[src/rtl/pmic_regbank_pkg.sv]
package pmic_regbank_pkg;
  localparam int DATA_W = 16;
  localparam int IDX_W  = 5;

  localparam logic [IDX_W-1:0] IDX_ID   = 5'h00;
  localparam logic [IDX_W-1:0] IDX_IRQ  = 5'h01;
  localparam logic [IDX_W-1:0] IDX_MASK = 5'h02;
  localparam logic [IDX_W-1:0] IDX_CAL  = 5'h06;
  localparam logic [IDX_W-1:0] IDX_ADC  = 5'h08;
  localparam logic [IDX_W-1:0] IDX_SAMP = 5'h09;
  localparam logic [IDX_W-1:0] IDX_CCR1 = 5'h0D;
  localparam logic [IDX_W-1:0] IDX_CCR2 = 5'h0E;
  localparam logic [IDX_W-1:0] IDX_STAT = 5'h16;
  localparam logic [IDX_W-1:0] IDX_WDOG = 5'h17;

  localparam logic [DATA_W-1:0] ID_VALUE   = 16'h0215;
  localparam logic [DATA_W-1:0] MASK_RST   = 16'hFFFF;
  localparam logic [DATA_W-1:0] STAT_RST   = 16'h0020;
  localparam logic [DATA_W-1:0] CAL_RST    = 16'h0001;
  localparam int                VAR_BIT    = 7;
  localparam int                IRQ_KEY    = 0;
  localparam int                IRQ_ADC    = 8;
  localparam int                KEY_BIT    = 5;
  localparam int                ARM_BIT    = 1;

  typedef struct packed {
    logic wrIrq;
    logic wrMask;
    logic wrCal;
    logic wrAdc;
    logic wrSamp;
    logic wrCcr1;
    logic wrCcr2;
    logic wrWdog;
    logic rdEn;
  } bankStrobes_t;
endpackage

[src/rtl/pmic_regbank_ctrl.sv]
module pmic_regbank_ctrl
  import pmic_regbank_pkg::*;
#(
  parameter int ADDR_W = 3,
  parameter int DEV_ADDR = 1
) (
  input  logic              accValid,
  input  logic              accWrite,
  input  logic [ADDR_W-1:0] devAddr,
  input  logic [IDX_W-1:0]  accIndex,
  output bankStrobes_t      strb
);
  localparam logic [ADDR_W-1:0] MY_ADDR = ADDR_W'(DEV_ADDR);

  logic hit;
  logic wrHit;

  assign hit   = accValid && (devAddr == MY_ADDR);
  assign wrHit = hit && accWrite;

  always_comb begin
    strb        = '0;
    strb.rdEn   = hit && !accWrite;
    strb.wrIrq  = wrHit && (accIndex == IDX_IRQ);
    strb.wrMask = wrHit && (accIndex == IDX_MASK);
    strb.wrCal  = wrHit && (accIndex == IDX_CAL);
    strb.wrAdc  = wrHit && (accIndex == IDX_ADC);
    strb.wrSamp = wrHit && (accIndex == IDX_SAMP);
    strb.wrCcr1 = wrHit && (accIndex == IDX_CCR1);
    strb.wrCcr2 = wrHit && (accIndex == IDX_CCR2);
    strb.wrWdog = wrHit && (accIndex == IDX_WDOG);
  end
endmodule

[src/rtl/pmic_regbank_dp.sv]
module pmic_regbank_dp
  import pmic_regbank_pkg::*;
#(
  parameter int CHAN_W = 4,
  parameter int RES_W = 10,
  parameter logic [DATA_W-1:0] SAMPLE_RST = 16'h00F0
) (
  input  logic              clk,
  input  logic              rstN,
  input  bankStrobes_t      strb,
  input  logic [IDX_W-1:0]  accIndex,
  input  logic [DATA_W-1:0] accWdata,
  input  logic              variantStrap,
  input  logic              keyEvent,
  input  logic              keyDown,
  input  logic              adcDone,
  input  logic              resLoad,
  input  logic [CHAN_W-1:0] resChan,
  input  logic [RES_W-1:0]  resData,
  output logic [DATA_W-1:0] rdData,
  output logic              rdValid,
  output logic              irqOut,
  output logic              shutdownReq,
  output logic [DATA_W-1:0] irqSt,
  output logic [DATA_W-1:0] irqMask
);
  localparam int NCH = 1 << CHAN_W;

  logic [NCH-1:0][RES_W-1:0] resTab;
  logic [CHAN_W-1:0]         adcChan;
  logic [DATA_W-1:0]         calReg, ccr1Reg, ccr2Reg, sampReg, statReg;
  logic [DATA_W-1:0]         evtSet, toggle, rdNext, idVal, adcVal;

  always_ff @(posedge clk) begin
    if (!rstN) resTab <= '0;
    else if (resLoad) resTab[resChan] <= resData;
  end

  always_comb begin
    evtSet = '0;
    if (keyEvent) evtSet[IRQ_KEY] = 1'b1;
    if (adcDone || strb.wrAdc) evtSet[IRQ_ADC] = 1'b1;
    toggle = strb.wrIrq ? accWdata : '0;
  end

  always_ff @(posedge clk) begin
    if (!rstN) begin
      irqSt       <= '0;
      irqMask     <= MASK_RST;
      calReg      <= CAL_RST;
      ccr1Reg     <= '0;
      ccr2Reg     <= '0;
      sampReg     <= SAMPLE_RST;
      statReg     <= STAT_RST;
      adcChan     <= '0;
      shutdownReq <= 1'b0;
    end else begin
      irqSt <= (irqSt ^ toggle) | evtSet;
      if (strb.wrMask) irqMask <= accWdata;
      if (strb.wrCal)  calReg  <= accWdata;
      if (strb.wrCcr1) ccr1Reg <= accWdata;
      if (strb.wrCcr2) ccr2Reg <= accWdata;
      if (strb.wrSamp) sampReg <= sampReg & ~accWdata;
      if (strb.wrAdc)  adcChan <= accWdata[RES_W +: CHAN_W];
      if (keyEvent)    statReg[KEY_BIT] <= !keyDown;
      shutdownReq <= strb.wrWdog && (accWdata == '0) && ccr1Reg[ARM_BIT];
    end
  end

  assign irqOut = |(irqSt & ~irqMask);

  always_comb begin
    idVal = ID_VALUE;
    idVal[VAR_BIT] = idVal[VAR_BIT] | variantStrap;
    adcVal = '0;
    adcVal[RES_W +: CHAN_W] = adcChan;
    adcVal[RES_W-1:0] = resTab[adcChan];
    case (accIndex)
      IDX_ID:   rdNext = idVal;
      IDX_IRQ:  rdNext = irqSt;
      IDX_MASK: rdNext = irqMask;
      IDX_CAL:  rdNext = calReg;
      IDX_ADC:  rdNext = adcVal;
      IDX_SAMP: rdNext = sampReg;
      IDX_CCR1: rdNext = ccr1Reg;
      IDX_CCR2: rdNext = ccr2Reg;
      IDX_STAT: rdNext = statReg;
      default:  rdNext = '0;
    endcase
  end

  always_ff @(posedge clk) begin
    if (!rstN) begin
      rdData  <= '0;
      rdValid <= 1'b0;
    end else begin
      rdValid <= strb.rdEn;
      if (strb.rdEn) rdData <= rdNext;
    end
  end
endmodule

[src/rtl/pmic_regbank.sv]
module pmic_regbank
  import pmic_regbank_pkg::*;
#(
  parameter int ADDR_W = 3,
  parameter int DEV_ADDR = 1,
  parameter int CHAN_W = 4,
  parameter int RES_W = 10,
  parameter logic [15:0] SAMPLE_RST = 16'h00F0
) (
  input  logic              clk,
  input  logic              rstN,
  input  logic [ADDR_W-1:0] devAddr,
  input  logic              accValid,
  input  logic              accWrite,
  input  logic [4:0]        accIndex,
  input  logic [15:0]       accWdata,
  output logic [15:0]       rdData,
  output logic              rdValid,
  input  logic              variantStrap,
  input  logic              keyEvent,
  input  logic              keyDown,
  input  logic              adcDone,
  input  logic              resLoad,
  input  logic [CHAN_W-1:0] resChan,
  input  logic [RES_W-1:0]  resData,
  output logic              irqOut,
  output logic              shutdownReq
);
  bankStrobes_t      strb;
  logic [DATA_W-1:0] irqSt;
  logic [DATA_W-1:0] irqMask;

  pmic_regbank_ctrl #(.ADDR_W(ADDR_W), .DEV_ADDR(DEV_ADDR)) ctrl_i (
    .accValid(accValid), .accWrite(accWrite), .devAddr(devAddr),
    .accIndex(accIndex), .strb(strb)
  );

  pmic_regbank_dp #(.CHAN_W(CHAN_W), .RES_W(RES_W), .SAMPLE_RST(SAMPLE_RST)) dp_i (
    .clk(clk), .rstN(rstN), .strb(strb), .accIndex(accIndex),
    .accWdata(accWdata), .variantStrap(variantStrap), .keyEvent(keyEvent),
    .keyDown(keyDown), .adcDone(adcDone), .resLoad(resLoad),
    .resChan(resChan), .resData(resData), .rdData(rdData),
    .rdValid(rdValid), .irqOut(irqOut), .shutdownReq(shutdownReq),
    .irqSt(irqSt), .irqMask(irqMask)
  );
endmodule

[config.mk]
export PLATFORM = sky130hd
export DESIGN_NAME = pmic_regbank
export DESIGN_NICKNAME = d
export VERILOG_FILES = /design/src/rtl/pmic_regbank_pkg.sv /design/src/rtl/pmic_regbank_ctrl.sv /design/src/rtl/pmic_regbank_dp.sv /design/src/rtl/pmic_regbank.sv
export SDC_FILE = /design/constraint.sdc
export NUM_CORES = 1
export LEC_CHECK = 0
export ABC_CLOCK_PERIOD_IN_PS = 2200
export CAP_MARGIN = 20
export CORE_ASPECT_RATIO = 1.5
export CORE_UTILIZATION = 40
export CTS_CLUSTER_DIAMETER = 40
export DETAILED_ROUTE_END_ITERATION = 10
export PLACE_DENSITY = 0.69
export SLEW_MARGIN = 10
export SYNTH_ARGS = -nofsm -noshare
export SYNTH_HDL_FRONTEND = slang
export SYNTH_HIERARCHICAL = 1
export SYNTH_SLANG_ARGS = --single-unit
[constraint.sdc]
create_clock -name clk -period 2.2 [get_ports clk]
set_input_delay 0.44 -clock clk [delete_from_list [all_inputs] [get_ports clk]]
set_output_delay 0.44 -clock clk [all_outputs]
set_load 0.1 [all_outputs]
==> results of run 1 <==
sequential cells by signal (all words and copies together) (netlist names):
name              count
dp_i/sampReg         16
dp_i/ccr1Reg         16
dp_i/statReg          1
dp_i/resTab         160
dp_i/rdData          16
dp_i/rdValid          1
dp_i/calReg          16
dp_i/irqSt           16
dp_i/irqMask         16
dp_i/ccr2Reg         16
dp_i/shutdownReq      1
dp_i/adcChan          4
path summary, 6_finish.rpt:
path                                   end  slack [ns]  cells after the start
min          dp_i/irqMask[15]$_SDFFE_PN1P_        0.17                      2
min reg2reg   dp_i/sampReg[1]$_SDFFE_PN0P_        0.44                      2
max reg2reg    dp_i/rdData[7]$_SDFFE_PN0P_        0.12                      8
max                                 irqOut        0.03                      4
layer usage:
metal | part of all wire [%] | routed length, microns | GRT usage [%] | vias up
li1 | - | - | - | 4761
met1 | 39 | 14400 | 24.4 | 4712
met2 | 51 | 18700 | 40.2 | 273
met3 | 4.2 | 1550 | 3.31 | 100
met4 | 5.1 | 1870 | 12.1 | 0
met5 | 0 | 0 | 0 | -
placed cells by master (no fill, tap or decap), types with 5 or more instances in the layout:
master	count
nand2_1	97
buf_12	27
a22oi_1	52
clkdlybuf4s50_1	45
a21oi_1	15
nor2b_1	208
clkbuf_16	36
dfxtp_1	276
nor2_1	10
nand3b_1	7
a21o_1	6
mux2i_1	266
and2_1	20
o221a_1	5
o211ai_1	8
nand2b_1	5
buf_4	141
clkinv_2	5
o22ai_1	8
nand4_1	5
mux4_2	16
inv_1	18
or3_1	6
xnor2_1	16
and4_1	6
nand3_1	19
a221oi_1	9
nor3_2	6
a31oi_1	8
nor2_4	9
a21boi_1	7
report_power, final:
part	internal (mW)	total [mW]	switching (mW)	leakage, nW
sequential	5.09	5.12	0.0236	2.25
clock	3.39	5.71	2.32	0.563
combinational	0.335	0.695	0.360	3.04
total	8.81	11.5	2.71	5.85
logic make-up after synthesis:
logic type,after synthesis
simple gates,428
xor+xnor,16
mux,285
buf+inv,120
flops,279
compound gates,145
layout make-up:
cell class | instances | share of cell area [%]
multi-input combinational | 874 | 42.3
tap | 410 | 3.15
sequential | 279 | 34.3
inverter | 19 | 0.438
clock inverter | 19 | 1.22
clock buffer | 43 | 5.88
timing repair buffer | 214 | 12.7
through the flow:
step	TNS, ns	utilization (%)	cell area [sq um]	setup WS, ns	std cells
after floorplan	0	-	13000	0.0778	1273
after global placement	-16.01	47.4	15100	-0.308	1796
after detailed placement	-18.17	47.4	15100	-0.300	1796
after CTS	0	51.1	16300	0.00673	1858
after global routing	-0.0367	51.2	16300	-0.0367	1858
final	0	51.2	16300	0.0261	1858
timing repair:
action,4_1_cts,5_1_grt
resized for setup,4,7
pin swaps,1,1
setup endpoints to repair,2,3
==> reports/results.tsv, run 1 <==
metric	value	unit
status	finished, final reports clean	
ys.flop_type	dfxtp_1	
vdd.ir_drop.worst	0.397	mV
crit_buf_inv	1	
drt-initial-drc-count	532	
diodes	0	
cts_sinks	279	
hp-start	rstN	
post_drt_wl_per_cell	19.6	microns
synth_most_common_cell	dfxtp_1	
synth_cell_types	60	
syn-num-nets	1320	
cts_tree	yes	
holdBufCountCts	0	
drive_above_1_share	19.6	%
critPathTopFamily	flip-flops	
synth_cells	1273	
synth.area.top_cells	dfxtp_1 43%, mux2i_1 21%, nor2b_1 10%	
multi_input_area	6890	sq um
path_cells	o22ai_1 > a221oi_2 > nand4_1 > buf_12	
synth_edf_count	0	
slew_headroom	47.1	%
worst-slew-pin-transition	0.794	ns
grt_max_degree	97	
routed_wl	36500	microns
power_leakage	5.85	nW
synth_fa_ha_area_share	0	%
area_growth_syn_to_layout	25.5	%
total_power	11.5	mW
clkTransAtPathRegs	0.06	ns
fillCellCount	2859	
max_freq	460	MHz
p_per_area	707	nW/um^2
slew_viol_final	0	
synth_mux_area_share	23.7	%
crit_fanout	3	
ctsRootBufferMaster	clkbuf_16	
insertion_delay	0.53	ns
die_width	149	microns
period_minus_slack	2.17	ns
yosys.area.top_type	dfxtp_1	
cp_slowest_cell	dfxtp_1	
synthTopCellsByCount	279 x dfxtp_1, 266 x mux2i_1, 209 x nor2b_1, 97 x nand2_1, 60 x clkbuf_1	
num_vias	9846	
slowest_delay	0.44	ns
ctsLongestPathBuffers	3	
port_buffers	65	
placementRows	80	
worstSetupPathType	reg2out	
antenna_found_initial	0	
critPathLaunchType	flop	
cts_setup_buffers	0	
crit_arrival	1.73	ns
hold_path.class	in2reg	
core_area	31800	sq um
synth_warnings	6	
htree_levels	2	
start_util	40.8	%
avgSynthCellArea	10.2	sq um
grt_first_pass_wirelength	56700	microns
grt_overflow	0	
ios	66	
grt_usage	22.2	%
yosysSeqAreaShare	43.0	%
first_pass_iters	5	
synth_top_family_by_area	multiplexers	
netlist_area	13000	sq um
regArea	5590	sq um
setup_viol	0	
dp_hpwl	25300	microns
synth-simple-area-share	19.6	%
rr_startpoint	dp_i/adcChan[2]$_SDFFE_PN0P_	
grt_pass1_vias	10138	
skew	0.0217	ns
cp-startpoint	dp_i/irqMask[3]$_SDFFE_PN1P_	
routabilityCongestion	0.924	
yosysTopAreaCellShare	43.0	%
required	1.76	ns
cts_inserted_buffers	35	
synth_seq_cells	279	
synth_compound_area_share	8.20	%
ant_nets	0	
synthXorXnorAreaFrac	1.08	%
die_area	33200	sq um
hold_viol	0	
maxCapViolations	0	
min_period_over_period	98.8	%
final_nets	1470	
die_h	223	microns
critPathCaptureType	primary output	
drc	0	
async_flop_share	0	%
hold_ws	0.168	ns
via_per_inst	5.30	
(Power assumes the default switching activity.)
==> run 2, diff against run 1 <==
- TNS_END_PERCENT: default -> 5
==> reports/results.tsv, run 2 (same netlist as run 1, synthesis figures left out) <==
metric	value	unit	change
required	1.76	ns	about the same
maxCapViolations	0		unchanged
ctsRootBufferMaster	clkbuf_16		
power_leakage	5.85	nW	-0.11%
vdd.ir_drop.worst	0.397	mV	about the same
final_nets	1470		unchanged
grt_usage	22.2	%	unchanged
slew_viol_final	0		unchanged
routabilityCongestion	0.924		unchanged
ant_nets	0		unchanged
setup_viol	1		+1
die_width	149	microns	unchanged
fillCellCount	2859		unchanged
start_util	40.8	%	unchanged
period_minus_slack	2.21	ns	+0.0357 ns
tns	-0.00964	ns	-0.00964 ns
multi_input_area	6880	sq um	-0.18%
setup_slack	-0.00964	ns	-0.0357 ns
first_pass_iters	5		unchanged
clkTransAtPathRegs	0.06	ns	about the same
worst-slew-pin-transition	0.794	ns	-0.000316 ns
hold_ws	0.166	ns	-0.00161 ns
skew	0.0216	ns	-0.0000835 ns
placementRows	80		unchanged
cts_tree	yes		
grt_pass1_vias	10138		unchanged
rsz0062_at_grt	true		
largest_reg_flops	160		unchanged
placed_cells	1796		unchanged
pre_cts_ws	-0.300	ns	unchanged
worstSetupPathType	reg2out		
diodes	0		unchanged
hold_path.class	in2reg		
insertion_delay	0.53	ns	about the same
critPathCaptureType	primary output		
die_area	33200	sq um	unchanged
top_register	dp_i/resTab		
crit_arrival	1.77	ns	+0.04 ns
slew_headroom	47.1	%	about the same
grt_overflow	0		unchanged
routed_wl	36500	microns	about the same
final_cell_mix	278 x dfxtp_1, 266 x mux2i_1, 208 x nor2b_1		
drive_above_1_share	19.3	%	-0.35 points
ios	66		unchanged
grt_first_pass_wirelength	56700	microns	unchanged
post_drt_wl_per_cell	19.6	microns	about the same
port_buffers	65		unchanged
drc	0		unchanged
crit_fanout	3		unchanged
min_period_over_period	100	%	+1.6 points
hold_viol	0		unchanged
cts_inserted_buffers	35		unchanged
critPathLaunchType	flop		
violations	setup timing		
final_cells	1858		unchanged
core_area	31800	sq um	unchanged
holdBufCountCts	0		unchanged
p_per_area	708	nW/um^2	+0.10%
regArea	5590	sq um	about the same
path_cells	o22ai_1 > a221oi_1 > nand4_1 > buf_12		
area_growth_syn_to_layout	25.4	%	about the same
num_vias	9839		-0.071%
status	finished with violations		
final_common_cell	dfxtp_1		
ctsLongestPathBuffers	3		unchanged
fin_util	51.1	%	about the same
cts_sinks	279		unchanged
dp_hpwl	25300	microns	unchanged
antenna_found_initial	0		unchanged
grt_max_degree	97		unchanged
via_per_inst	5.30		about the same
cts_setup_buffers	0		unchanged
slowest_delay	0.45	ns	about the same
htree_levels	2		unchanged
cp_slowest_cell	dfxtp_1		
max_freq	453	MHz	-1.6%
die_h	223	microns	unchanged
drt-initial-drc-count	549		+3.2%
==> run 2: cell counts in the layout (fill, tap and decap cells not counted) <==
No cell type changed its count.
==> run 2: per-layer routing <==
layer	part of all wire (%)	vias to the layer above	GRT usage, %
li1	-	4759	-
met1	40	4717	24.4
met2	51	262	40.2
met3	4.2	101	3.31
met4	5.1	0	12.1
met5	0	-	0
==> run 2: final cells by class <==
class	count	area share [%]
Clock buffer	43	5.88
Multi-Input combinational cell	874	42.3
Inverter	19	0.438
Sequential cell	279	34.4
Tap cell	410	3.15
Timing Repair Buffer	214	12.7
Clock inverter	19	1.22
==> run 2: per-stage QoR <==
| step | area, sq um | total power [mW] |
|---|---|---|
| 6_report | 16300 | 11.5 |
| 2_1_floorplan | 13000 | 5.56 |
| 3_5_place_dp | 15100 | 5.92 |
| 5_1_grt | 16300 | 11.9 |
| 4_1_cts | 16300 | 11.6 |
| 3_3_place_gp | 15100 | 5.91 |
==> run 2: path summary, 6_finish.rpt <==
kind | end | from | slack (ns) | cells past startpoint
min | dp_i/irqMask[15]$_SDFFE_PN1P_ | rstN | 0.17 | 2
min reg2reg | dp_i/sampReg[1]$_SDFFE_PN0P_ | dp_i/sampReg[1]$_SDFFE_PN0P_ | 0.44 | 2
max reg2reg | dp_i/rdData[7]$_SDFFE_PN0P_ | dp_i/adcChan[2]$_SDFFE_PN0P_ | 0.13 | 8
max | irqOut | dp_i/irqMask[2]$_SDFFE_PN1P_ | -0.01 | 4
==> run 2: where the power goes <==
group	switching [mW]	internal [mW]	total, mW
Combinational	0.361	0.335	0.696
Clock	2.32	3.39	5.71
Sequential	0.0236	5.09	5.12
Total	2.71	8.81	11.5
==> run 2: timing repair <==
item / CTS / global route
gates resized for setup: 4 / 2
endpoints found under the setup margin: 2 / 3
pin swaps: 1 / 0
==> run 2: critical path, delay by kind of cell, from the launching register on <==
family | cells | cell delay (ns)
compound gates | 2 | 0.34
buf+inv | 1 | 0.23
flops | 1 | 0.45
simple gates | 1 | 0.22
